===== config.mk =====
export PLATFORM = sky130hd
export DESIGN_NAME = ovs_seq
export DESIGN_NICKNAME = d
export VERILOG_FILES = /design/src/rtl/ovs_seq_pkg.sv /design/src/rtl/ovs_seq_ctrl.sv /design/src/rtl/ovs_seq_dp.sv /design/src/rtl/ovs_seq.sv
export SDC_FILE = /design/constraint.sdc
export NUM_CORES = 1
export LEC_CHECK = 0
export BUFFER_PORTS_ARGS = -buffer_cell sky130_fd_sc_hd__buf_4
export CORE_MARGIN = 5
export CORE_UTILIZATION = 56
export CTS_CLUSTER_DIAMETER = 30
export DETAILED_ROUTE_END_ITERATION = 16
export HOLD_SLACK_MARGIN = 0.12
export PLACE_DENSITY = 0.86
export SLEW_MARGIN = 20
export SYNTH_ARGS = -nofsm -noshare
export SYNTH_HDL_FRONTEND = slang
export SYNTH_SLANG_ARGS = --single-unit
export TNS_END_PERCENT = 30

===== constraint.sdc =====
create_clock -name clk -period 6.2 [get_ports clk]
set_input_delay 1.24 -clock clk [delete_from_list [all_inputs] [get_ports clk]]
set_output_delay 1.24 -clock clk [all_outputs]
set_load 0.03 [all_outputs]

===== src/rtl/ovs_seq_pkg.sv =====
package ovs_seq_pkg;

  localparam int REG_ADDR_W = 3;

  localparam logic [REG_ADDR_W-1:0] ADDR_CTRL   = 3'd0;
  localparam logic [REG_ADDR_W-1:0] ADDR_SHAPE  = 3'd1;
  localparam logic [REG_ADDR_W-1:0] ADDR_ENABLE = 3'd2;
  localparam logic [REG_ADDR_W-1:0] ADDR_AUX0   = 3'd3;
  localparam logic [REG_ADDR_W-1:0] ADDR_AUX1   = 3'd4;
  localparam logic [REG_ADDR_W-1:0] ADDR_AUX2   = 3'd5;
  localparam logic [REG_ADDR_W-1:0] ADDR_RESHI  = 3'd6;
  localparam logic [REG_ADDR_W-1:0] ADDR_RESLO  = 3'd7;

  // strobes from the sequencer control to the datapath
  typedef struct packed {
    logic clearAcc;
    logic accumEn;
    logic negate;
    logic latchResult;
  } seqStb_t;

endpackage


===== src/rtl/ovs_seq_ctrl.sv =====
module ovs_seq_ctrl
  import ovs_seq_pkg::*;
#(
  parameter int NELC_EXP_W = 2,
  parameter int OSR_EXP_W  = 3,
  parameter int OSR_BASE   = 3
) (
  input  logic                  clk,
  input  logic                  rstN,
  input  logic                  startReq,
  input  logic                  contEn,
  input  logic [NELC_EXP_W-1:0] nelcExp,
  input  logic [OSR_EXP_W-1:0]  osrExp,
  input  logic                  modValid,
  output seqStb_t               stb,
  output logic                  busy,
  output logic                  convDone,
  output logic                  modChop
);

  localparam int SCNT_W = OSR_BASE + (1 << OSR_EXP_W) - 1;
  localparam int ECNT_W = (1 << NELC_EXP_W) - 1;

  logic                  busyQ, pendQ, chopQ, doneQ;
  logic [SCNT_W-1:0]     sampleCnt, osrTop;
  logic [ECNT_W-1:0]     elemCnt, elemTop;
  logic [NELC_EXP_W-1:0] nelcExpQ;
  logic [OSR_EXP_W-1:0]  osrExpQ;
  logic                  startNow, sampleTake, osrLast, elemLast, finish;

  always_comb begin
    osrTop  = SCNT_W'((32'd1 << (OSR_BASE + 32'(osrExpQ))) - 32'd1);
    elemTop = ECNT_W'((32'd1 << 32'(nelcExpQ)) - 32'd1);
  end

  assign startNow   = !busyQ && (pendQ || contEn);
  assign sampleTake = busyQ && modValid;
  assign osrLast    = (sampleCnt == osrTop);
  assign elemLast   = (elemCnt == elemTop);
  assign finish     = sampleTake && osrLast && elemLast;

  always_ff @(posedge clk or negedge rstN) begin
    if (!rstN) begin
      busyQ     <= 1'b0;
      pendQ     <= 1'b0;
      chopQ     <= 1'b0;
      doneQ     <= 1'b0;
      sampleCnt <= '0;
      elemCnt   <= '0;
      nelcExpQ  <= '0;
      osrExpQ   <= '0;
    end else begin
      pendQ <= startReq || (pendQ && !startNow);
      doneQ <= finish;
      if (startNow) begin
        busyQ     <= 1'b1;
        chopQ     <= 1'b0;
        sampleCnt <= '0;
        elemCnt   <= '0;
        nelcExpQ  <= nelcExp;
        osrExpQ   <= osrExp;
      end else if (sampleTake) begin
        if (osrLast) begin
          sampleCnt <= '0;
          chopQ     <= !chopQ;
          elemCnt   <= elemCnt + ECNT_W'(1);
          if (elemLast) busyQ <= 1'b0;
        end else begin
          sampleCnt <= sampleCnt + SCNT_W'(1);
        end
      end
    end
  end

  always_comb begin
    stb.clearAcc    = startNow;
    stb.accumEn     = sampleTake;
    stb.negate      = chopQ;
    stb.latchResult = finish;
  end

  assign busy     = busyQ;
  assign convDone = doneQ;
  assign modChop  = chopQ;

  // completion pulse lasts one cycle
  a_r8_done_single: assert property (@(posedge clk) disable iff (!rstN)
    doneQ |=> !doneQ);

  // completion only right after the busy phase ends
  a_r8_done_after_busy: assert property (@(posedge clk) disable iff (!rstN)
    doneQ |-> (!busyQ && $past(busyQ)));

  // polarity flips at an inner elementary boundary
  a_r4_chop_flip: assert property (@(posedge clk) disable iff (!rstN)
    (sampleTake && osrLast && !elemLast) |=> (chopQ != $past(chopQ)));

  // every conversion starts with positive polarity
  a_r4_chop_first: assert property (@(posedge clk) disable iff (!rstN)
    startNow |=> (busyQ && !chopQ));

  // a queued request survives the running conversion
  a_r5_pend_kept: assert property (@(posedge clk) disable iff (!rstN)
    (pendQ && busyQ) |=> pendQ);

  // sample counter never passes its window
  a_r4_cnt_bound: assert property (@(posedge clk) disable iff (!rstN)
    busyQ |-> (sampleCnt <= osrTop));

endmodule


===== src/rtl/ovs_seq_dp.sv =====
module ovs_seq_dp
  import ovs_seq_pkg::*;
#(
  parameter int SAMPLE_W   = 4,
  parameter int NELC_EXP_W = 2,
  parameter int OSR_EXP_W  = 3,
  parameter int OSR_BASE   = 3,
  parameter int RES_W      = 16,
  parameter int EN_W       = 4
) (
  input  logic                  clk,
  input  logic                  rstN,
  input  logic                  busWrEn,
  input  logic [REG_ADDR_W-1:0] busAddr,
  input  logic [7:0]            busWrData,
  output logic [7:0]            busRdData,
  input  logic [SAMPLE_W-1:0]   modSample,
  input  seqStb_t               stb,
  input  logic                  busy,
  output logic                  startReq,
  output logic                  contEn,
  output logic [NELC_EXP_W-1:0] nelcExp,
  output logic [OSR_EXP_W-1:0]  osrExp,
  output logic                  modEnable,
  output logic [EN_W-2:0]       stageBypass,
  output logic [23:0]           auxCfg
);

  localparam int MAX_LOG = (1 << NELC_EXP_W) - 1 + OSR_BASE + (1 << OSR_EXP_W) - 1;
  localparam int ACC_W   = SAMPLE_W + MAX_LOG + 1;
  localparam int AUX_N   = 3;
  localparam int SHAPE_W = NELC_EXP_W + OSR_EXP_W;
  localparam logic signed [ACC_W-1:0] POS_LIM = ACC_W'((1 << (RES_W - 1)) - 1);
  localparam logic signed [ACC_W-1:0] NEG_LIM = -POS_LIM - ACC_W'(1);

  logic                  contQ;
  logic [NELC_EXP_W-1:0] nelcQ;
  logic [OSR_EXP_W-1:0]  osrQ;
  logic [EN_W-1:0]       enQ;
  logic [7:0]            auxQ [AUX_N];
  logic signed [ACC_W-1:0] accQ, ext, term, sumNext;
  logic [RES_W-1:0]      resultQ, satVal;

  // configuration registers
  always_ff @(posedge clk or negedge rstN) begin
    if (!rstN) begin
      contQ <= 1'b0;
      nelcQ <= NELC_EXP_W'(1);
      osrQ  <= OSR_EXP_W'(2);
      enQ   <= EN_W'(1);
    end else if (busWrEn) begin
      case (busAddr)
        ADDR_CTRL:   contQ <= busWrData[1];
        ADDR_SHAPE:  {osrQ, nelcQ} <= busWrData[SHAPE_W-1:0];
        ADDR_ENABLE: enQ <= busWrData[EN_W-1:0];
        default: ;
      endcase
    end
  end

  for (genvar g = 0; g < AUX_N; g++) begin : gAux
    always_ff @(posedge clk or negedge rstN) begin
      if (!rstN) auxQ[g] <= '0;
      else if (busWrEn && busAddr == REG_ADDR_W'(ADDR_AUX0 + REG_ADDR_W'(g)))
        auxQ[g] <= busWrData;
    end
  end

  assign startReq    = busWrEn && (busAddr == ADDR_CTRL) && busWrData[0];
  assign contEn      = contQ;
  assign nelcExp     = nelcQ;
  assign osrExp      = osrQ;
  assign modEnable   = enQ[0];
  assign stageBypass = ~enQ[EN_W-1:1];
  assign auxCfg      = {auxQ[2], auxQ[1], auxQ[0]};

  // accumulation with chop sign
  always_comb begin
    ext     = {{(ACC_W - SAMPLE_W){modSample[SAMPLE_W-1]}}, modSample};
    term    = stb.negate ? -ext : ext;
    sumNext = accQ + term;
    if (sumNext > POS_LIM)      satVal = POS_LIM[RES_W-1:0];
    else if (sumNext < NEG_LIM) satVal = NEG_LIM[RES_W-1:0];
    else                        satVal = sumNext[RES_W-1:0];
  end

  always_ff @(posedge clk or negedge rstN) begin
    if (!rstN) begin
      accQ    <= '0;
      resultQ <= '0;
    end else begin
      if (stb.clearAcc)     accQ <= '0;
      else if (stb.accumEn) accQ <= sumNext;
      if (stb.latchResult)  resultQ <= satVal;
    end
  end

  // read mux
  always_comb begin
    busRdData = '0;
    case (busAddr)
      ADDR_CTRL:   busRdData = {busy, 5'b0, contQ, 1'b0};
      ADDR_SHAPE:  busRdData = 8'({osrQ, nelcQ});
      ADDR_ENABLE: busRdData = 8'(enQ);
      ADDR_AUX0:   busRdData = auxQ[0];
      ADDR_AUX1:   busRdData = auxQ[1];
      ADDR_AUX2:   busRdData = auxQ[2];
      ADDR_RESHI:  busRdData = resultQ[RES_W-1:RES_W-8];
      ADDR_RESLO:  busRdData = resultQ[7:0];
      default:     busRdData = '0;
    endcase
  end

  // result only moves on the completion strobe
  a_r7_result_hold: assert property (@(posedge clk) disable iff (!rstN)
    !stb.latchResult |=> $stable(resultQ));

  // stalled cycles leave the running sum alone
  a_r4_stall_hold: assert property (@(posedge clk) disable iff (!rstN)
    (!stb.accumEn && !stb.clearAcc) |=> $stable(accQ));

  // a fresh conversion begins from zero
  a_r4_acc_clear: assert property (@(posedge clk) disable iff (!rstN)
    stb.clearAcc |=> (accQ == '0));

endmodule


===== src/rtl/ovs_seq.sv =====
module ovs_seq
  import ovs_seq_pkg::*;
#(
  parameter int SAMPLE_W = 4
) (
  input  logic                clk,
  input  logic                rstN,
  input  logic                busWrEn,
  input  logic [2:0]          busAddr,
  input  logic [7:0]          busWrData,
  output logic [7:0]          busRdData,
  input  logic                modValid,
  input  logic [SAMPLE_W-1:0] modSample,
  output logic                modChop,
  output logic                modEnable,
  output logic [2:0]          stageBypass,
  output logic [23:0]         auxCfg,
  output logic                busy,
  output logic                convDone
);

  localparam int NELC_EXP_W = 2;
  localparam int OSR_EXP_W  = 3;
  localparam int OSR_BASE   = 3;

  seqStb_t               stb;
  logic                  startReq, contEn;
  logic [NELC_EXP_W-1:0] nelcExp;
  logic [OSR_EXP_W-1:0]  osrExp;

  ovs_seq_ctrl #(
    .NELC_EXP_W(NELC_EXP_W), .OSR_EXP_W(OSR_EXP_W), .OSR_BASE(OSR_BASE)
  ) ctrl_i (
    .clk(clk), .rstN(rstN), .startReq(startReq), .contEn(contEn),
    .nelcExp(nelcExp), .osrExp(osrExp), .modValid(modValid),
    .stb(stb), .busy(busy), .convDone(convDone), .modChop(modChop)
  );

  ovs_seq_dp #(
    .SAMPLE_W(SAMPLE_W), .NELC_EXP_W(NELC_EXP_W), .OSR_EXP_W(OSR_EXP_W),
    .OSR_BASE(OSR_BASE), .RES_W(16), .EN_W(4)
  ) dp_i (
    .clk(clk), .rstN(rstN), .busWrEn(busWrEn), .busAddr(busAddr),
    .busWrData(busWrData), .busRdData(busRdData), .modSample(modSample),
    .stb(stb), .busy(busy), .startReq(startReq), .contEn(contEn),
    .nelcExp(nelcExp), .osrExp(osrExp), .modEnable(modEnable),
    .stageBypass(stageBypass), .auxCfg(auxCfg)
  );

endmodule


==> results of run 1 <==
[where the power goes]
group | switching (uW) | internal (uW) | total [uW]
sequential | 185 | 788 | 974
clock | 223 | 271 | 494
combinational | 1360 | 795 | 2150
total | 1770 | 1850 | 3620
[final cells by class]
class | count | area (um^2) | area share [%]
inverter | 18 | 67.56 | 1.042
timing repair buffer | 61 | 457.9 | 7.066
multi-input combinational | 487 | 3287 | 50.71
clock buffer | 10 | 127.6 | 1.969
tap | 136 | 170.2 | 2.625
sequential | 90 | 2256 | 34.81
clock inverter | 6 | 115.1 | 1.776
[registers in the layout, indices dropped and copies added (netlist names), 2 cells and up]
| signal | cells |
|---|---|
| dp_i.auxCfg | 24 |
| dp_i.accQ | 18 |
| dp_i.resultQ | 16 |
| ctrl_i.sampleCnt | 10 |
| dp_i.enQ | 4 |
| ctrl_i.elemCnt | 3 |
| ctrl_i.osrExpQ | 3 |
| dp_i.osrExp | 3 |
| ctrl_i.nelcExpQ | 2 |
| dp_i.nelcExp | 2 |
[worst min-delay path by stage]
stage / endpoint / cells after the start
after global routing: dp_i.resultQ[2] / 2
after detailed placement: dp_i.resultQ[3] / 2
final: dp_i.resultQ[15] / 2
after floorplan: dp_i.resultQ[12] / 2
after global placement: dp_i.resultQ[4] / 2
after CTS: dp_i.resultQ[3] / 2
[worst reg2reg max path: stages (launching register included)]
cell	delay (ns)
dfrtp_1	0.60
nand2b_1	0.21
nand2_1	0.18
ha_1	0.41
a21oi_2	0.29
o21ai_0	0.15
a221oi_1	0.36
a21o_1	0.17
o31a_1	0.12
nand4_1	0.85
o21bai_1	0.53
o21ai_0	0.14
[synthesized netlist by cell type, types with 3 or more instances]
| library cell | n |
|---|---|
| nand2_1 | 88 |
| dfrtp_1 | 87 |
| o21ai_0 | 60 |
| nor2_1 | 39 |
| mux2_2 | 31 |
| a21oi_1 | 30 |
| nand3_1 | 30 |
| ha_1 | 24 |
| clkbuf_1 | 23 |
| nor3_1 | 21 |
| inv_1 | 18 |
| xor2_1 | 18 |
| o31ai_2 | 11 |
| xnor2_1 | 9 |
| buf_2 | 8 |
| nand2b_1 | 8 |
| o21a_1 | 6 |
| a21o_1 | 5 |
| and3_1 | 5 |
| mux2i_1 | 5 |
| mux4_2 | 5 |
| nor3b_1 | 5 |
| o21bai_1 | 5 |
| a22oi_1 | 4 |
| o211ai_1 | 4 |
| o31ai_1 | 4 |
| buf_1 | 3 |
| buf_6 | 3 |
| dfstp_2 | 3 |
| nand3b_1 | 3 |
| nand4_1 | 3 |
| nor2b_1 | 3 |
| o22ai_1 | 3 |
| or3_1 | 3 |
[cell families (layout without fill, tap and decap cells)]
kind of cell / count (synthesis) / count (layout) / share of synthesized area, %
flip-flops: 90 / 90 / 39.11
AO/OA/AOI/OAI: 165 / 165 / 19.31
multiplexers: 41 / 41 / 8.872
buffers and inverters: 55 / 95 / 4.143
other: 1 / 2 / 0.06501
XOR/XNOR: 27 / 27 / 4.100
AND/OR/NAND/NOR: 227 / 227 / 18.85
adder cells (fa/ha/maj): 25 / 25 / 5.553
[routing by layer]
| layer | vias up | global-route usage (%) | routed length [um] |
|---|---|---|---|
| met5 | - | 0 | 0 |
| li1 | 2333 | - | - |
| met4 | 0 | 11.52 | 631 |
| met3 | 58 | 5.652 | 841 |
| met2 | 193 | 40.41 | 7393 |
| met1 | 2422 | 30.40 | 6035 |
[metrics by stage]
| step | setup WS, ns | utilization [%] |
|---|---|---|
| after global placement | 1.061 | 61.15 |
| after global routing | 0.8867 | 63.64 |
| final | 1.250 | 63.64 |
| after CTS | 1.291 | 63.54 |
| after detailed placement | 0.9465 | 61.15 |
| after floorplan | 1.938 | - |
==> flow_metrics.tcl, run 1 <==
set metrics [dict create \
    status "finished clean" \
    relSlewSlack_pct 24.74 \
    ctsResizeCount 0 \
    path_delay_family "simple AND/OR/NAND/NOR gates" \
    die_y_um 111.5 \
    cp_num_cells 15 \
    worstPathArrival_ns 5.20 \
    worst_pin_slew_ns 1.126 \
    slew_viol_final 0 \
    drcViolationCount 0 \
    clk_transition_reported_paths_ns 0.08 \
    port_buffers 57 \
    core_area_um2 10180 \
    max_stage_delay_ns 0.85 \
    tns_ns 0 \
    antenna_cells 0 \
    synth.avg_cell_area_um2 9.141 \
    max_freq_mhz 202.0 \
    rows 37 \
    synthCells 631 \
    cts_buffer_depth 2 \
    h-tree-depth 3 \
    area_growth_syn_to_layout_pct 12.36 \
    layout_min_cycle_time_ns 4.950 \
    period_share_pct 79.84 \
    irDropWorstVdd_mv 0.5042 \
    placed_cell_area_um2 6228 \
    gp_congestion 0.9849 \
    yosys_warnings 0 \
    required_ns 6.45 \
    hold_path_startpoint "dp_i.resultQ[15]" \
    synthFlopType "dfrtp_1" \
    die_w_um 111.5 \
    cp_max_fo 29 \
    dpl.hpwl_um 10780 \
    rrSetupSlack_ns 2.08 \
    p_leak_uw 0.002913 \
    async_flop_share_pct 100.0 \
    post-cts-setup-buffer-count 0 \
    fill_cells 820 \
    grt_pass1_vias 4976 \
    cts_root_buf "clkbuf_8" \
    yosysTopAreaCell "dfrtp_1" \
    drtIter0Drc 496 \
    worstSetupPathType "input pin to register" \
    grt_util_all_layers_pct 24.44 \
    min_path_type "register to register" \
    cts_tree "done" \
    design_area_um2 6481 \
    final_common_cell "nand2_1" \
    power_density_nw_per_um2 558.8 \
    maxCapViolCount 0 \
    setup_viol 0 \
    synth.area.top_cells "dfrtp_1 (38%), mux2_2 (6.1%), nand2_1 (5.7%)" \
    skew_ns 0.01991 \
    wire_per_inst_um 18.44 \
    cts_sinks 90 \
    cp_cell_sequence "buf_4 -> or3_1 -> nand2b_1 -> ha_1 -> and2_1 -> nor2_1 -> ha_1 -> nand2_1 -> nor2_1 -> a221oi_1 -> a21o_1 -> o31a_1 -> nand4_1 -> o21bai_1 -> o21ai_0" \
    via_per_inst 6.196 \
    ios 58 \
    hold_violations 0 \
    place_inst 792 \
    drtPass1Iterations 5 \
    antenna_found_initial 0 \
    ys_types 76 \
    grt_pass1_wl_um 24780 \
    critPathCaptureType "register" \
    reg2reg_from "ctrl_i.modChop" \
    cp-startpoint "modSample[2]" \
    vias 5006 \
    final_nets 711 \
    overflow 0 \
    synth_edf_count 0 \
    reg2reg_depth 11 \
    cp-start-kind "input pin" \
    ant_nets 0 \
    clk_latency_ns 0.39 \
    drive_gt1_share_pct 20.09 \
    crit_buf_inv 1 \
    timing.hold.ws_ns 0.5011 \
    cp_slowest_cell "nand4_1" \
    synth.yosys.seq_area_share_pct 39.11 \
    cts_hold_buf 0 \
    rsz0062_at_grt "no" \
    cts_made_buffers 9 \
    synth-seq-cells 90 \
    crit_end "dp_i.resultQ[1]" \
    mostFrequentLayoutCells "nand2_1 (88), dfrtp_1 (87), buf_4 (61)" \
    netlist_area_um2 5768 \
    grt_max_degree 59 \
    routed_wl_um 14900 \
    power_uw 3622 \
    r2r-end "dp_i.resultQ[1]" \
    die_area_um2 12430 \
    fin_cells 808 \
    yosys.area.top_type_share_pct 37.74 \
    start_util_pct 56.63 \
]
Power figures use the tool's default switching activity.
==> run 2, diff against run 1 <==
- CORE_UTILIZATION: 56 -> 54
- PLACE_DENSITY: 0.86 -> 0.87
- clock period: 6.2 -> 4.4 ns (I/O delays scaled with it)
==> run 2 against run 1 <==
Against the previous run: sequential share of layout area is 0.087 points lower; non-clock buffer count rose by 5; largest cell class unchanged; largest power group unchanged; routed wire length decreased by 1.5%; hold slack worse by 0.0051 ns.
==> flow_metrics.tcl, run 2 (synthesized netlist as in run 1, its figures left out) <==
set metrics [dict create \
    power.share.clock_pct 12.2 \
    holdPathStages 2 \
    hold_path_startpoint "dp_i.resultQ[15]" \
    core_area_um2 10370 \
    mostFrequentLayoutCells "nand2_1 (88), dfrtp_1 (87), buf_4 (65)" \
    maxCapViolCount 0 \
    die_y_um 113.4 \
    antenna_cells 0 \
    status "finished clean" \
    required_ns 4.68 \
    ios 58 \
    h-tree-depth 3 \
    irDropWorstVdd_mv 0.6381 \
    cp_max_fo 16 \
    overflow 0 \
    hold_violations 0 \
    r2r-end "dp_i.resultQ[6]" \
    rrSetupSlack_ns 1.01 \
    antenna_found_initial 0 \
    p_sw_uw 2508 \
    p_seq_share_pct 26.9 \
    cp_slowest_cell "ha_1" \
    vias 5017 \
    skew_ns 0.01319 \
    slew_viol_final 0 \
    cts_buffer_depth 2 \
    drcViolationCount 0 \
    largest_reg_flops 24 \
    cp_num_cells 16 \
    max_freq_mhz 252.1 \
    rows 37 \
    dpl.hpwl_um 10740 \
    start_util_pct 55.62 \
    worstSetupPathType "input pin to register" \
    gp_congestion 0.9627 \
    die_area_um2 12850 \
    p_int_uw 2596 \
    ant_nets 0 \
    period_share_pct 90.15 \
    wire_per_inst_um 18.06 \
    place_ws_ns -0.08871 \
    via_per_inst 6.171 \
    cp_cell_sequence "buf_4 -> or3_1 -> nand2b_1 -> ha_1 -> and2_1 -> nor2_1 -> ha_1 -> nand2_1 -> nor3_1 -> o311ai_1 -> a211o_1 -> o311ai_2 -> buf_4 -> nor3b_1 -> o21bai_1 -> o21ai_0" \
    timing.hold.ws_ns 0.4961 \
    hold_end "dp_i.resultQ[15]" \
    layout_min_cycle_time_ns 3.966 \
    pwr-share-comb_pct 60.9 \
    max_stage_delay_ns 0.39 \
    critPathCaptureType "register" \
    final_common_cell "nand2_1" \
    crit_buf_inv 2 \
    die_w_um 113.4 \
    setup_viol 0 \
    power_density_nw_per_um2 785.6 \
    relSlewSlack_pct 39.46 \
    drive_gt1_share_pct 20.97 \
    area_growth_syn_to_layout_pct 12.65 \
    cts_hold_buf 0 \
    cts_root_buf "clkbuf_8" \
    switching_share_pct 49.14 \
    cts_sinks 90 \
    drtIter0Drc 469 \
    port_buffers 57 \
    setup_slack_ns 0.4336 \
    power_uw 5104 \
    cts_tree "done" \
    cts_made_buffers 9 \
    clk_transition_reported_paths_ns 0.09 \
    reg2reg_from "ctrl_i.modChop" \
    worstPathArrival_ns 4.25 \
    routed_wl_um 14680 \
    grt_pass1_wl_um 24970 \
    grt_max_degree 61 \
    p_leak_uw 0.002925 \
    grt_util_all_layers_pct 23.63 \
    final_nets 716 \
    rsz0062_at_grt "no" \
    cp-start-kind "input pin" \
    min_path_type "register to register" \
    grt_pass1_vias 5054 \
    path_delay_family "simple AND/OR/NAND/NOR gates" \
    drtPass1Iterations 5 \
    reg2reg_depth 12 \
    worst_pin_slew_ns 0.9062 \
    clk_latency_ns 0.37 \
]
==> run 2: worst max path at each step <==
stage	startpoint	endpoint	slack [ns]
6_report	modSample[2]	dp_i.resultQ[1]	0.43
5_1_grt	modSample[2]	dp_i.resultQ[8]	0.14
4_1_cts	modSample[2]	dp_i.resultQ[8]	0.29
3_5_place_dp	modSample[2]	dp_i.resultQ[8]	-0.09
3_3_place_gp	modSample[2]	dp_i.resultQ[1]	0.05
2_1_floorplan	modSample[2]	dp_i.resultQ[1]	0.50
==> run 2: worst register-to-register path: stages (launching register included) <==
cell,delay [ns]
dfrtp_1,0.59
nor2_1,0.18
a21oi_1,0.31
ha_1,0.34
a21oi_1,0.26
o21ai_0,0.13
a221oi_1,0.36
nand2_1,0.14
o31a_1,0.30
nand4_1,0.12
buf_12,0.19
a21oi_1,0.11
o31ai_2,0.23
==> run 2: layout make-up <==
cell class / count / area, um^2
Tap cell: 136 / 170.2
Clock buffer: 10 / 137.6
Clock inverter: 6 / 80.08
Timing Repair Buffer: 66 / 508.0
Multi-Input combinational cell: 487 / 3278
Sequential cell: 90 / 2256
Fill cell: 838 / 3872
Inverter: 18 / 67.56
==> run 2: layer usage <==
metal	GRT usage, %	vias to the layer above	wire, um
met4	7.372	0	378
met1	29.95	2489	6176
met5	0	-	0
li1	-	2343	-
met3	3.904	38	675
met2	41.31	147	7452
==> run 2: power groups by stage <==
stage	sequential (uW)	combinational (uW)	clock (uW)
after floorplan	1390	2220	0
after global placement	1370	2910	0
after detailed placement	1380	3050	0
after CTS	1370	3060	627
after global routing	1410	3440	661
final	1370	3110	621
==> run 2: repair_timing <==
action,4_1_cts,5_1_grt
setup endpoints to repair,0,14
buffers inserted,0,0
resized for setup,0,1
==> run 2: through the flow <==
stage | TNS (ns) | utilization [%] | cells | instance area (um^2)
after floorplan | 0 | - | 632 | 5772
after global placement | 0 | 60.55 | 797 | 6279
after detailed placement | -0.8685 | 60.55 | 797 | 6279
after CTS | 0 | 62.64 | 813 | 6496
after global routing | 0 | 62.66 | 813 | 6497
final | 0 | 62.66 | 813 | 6497
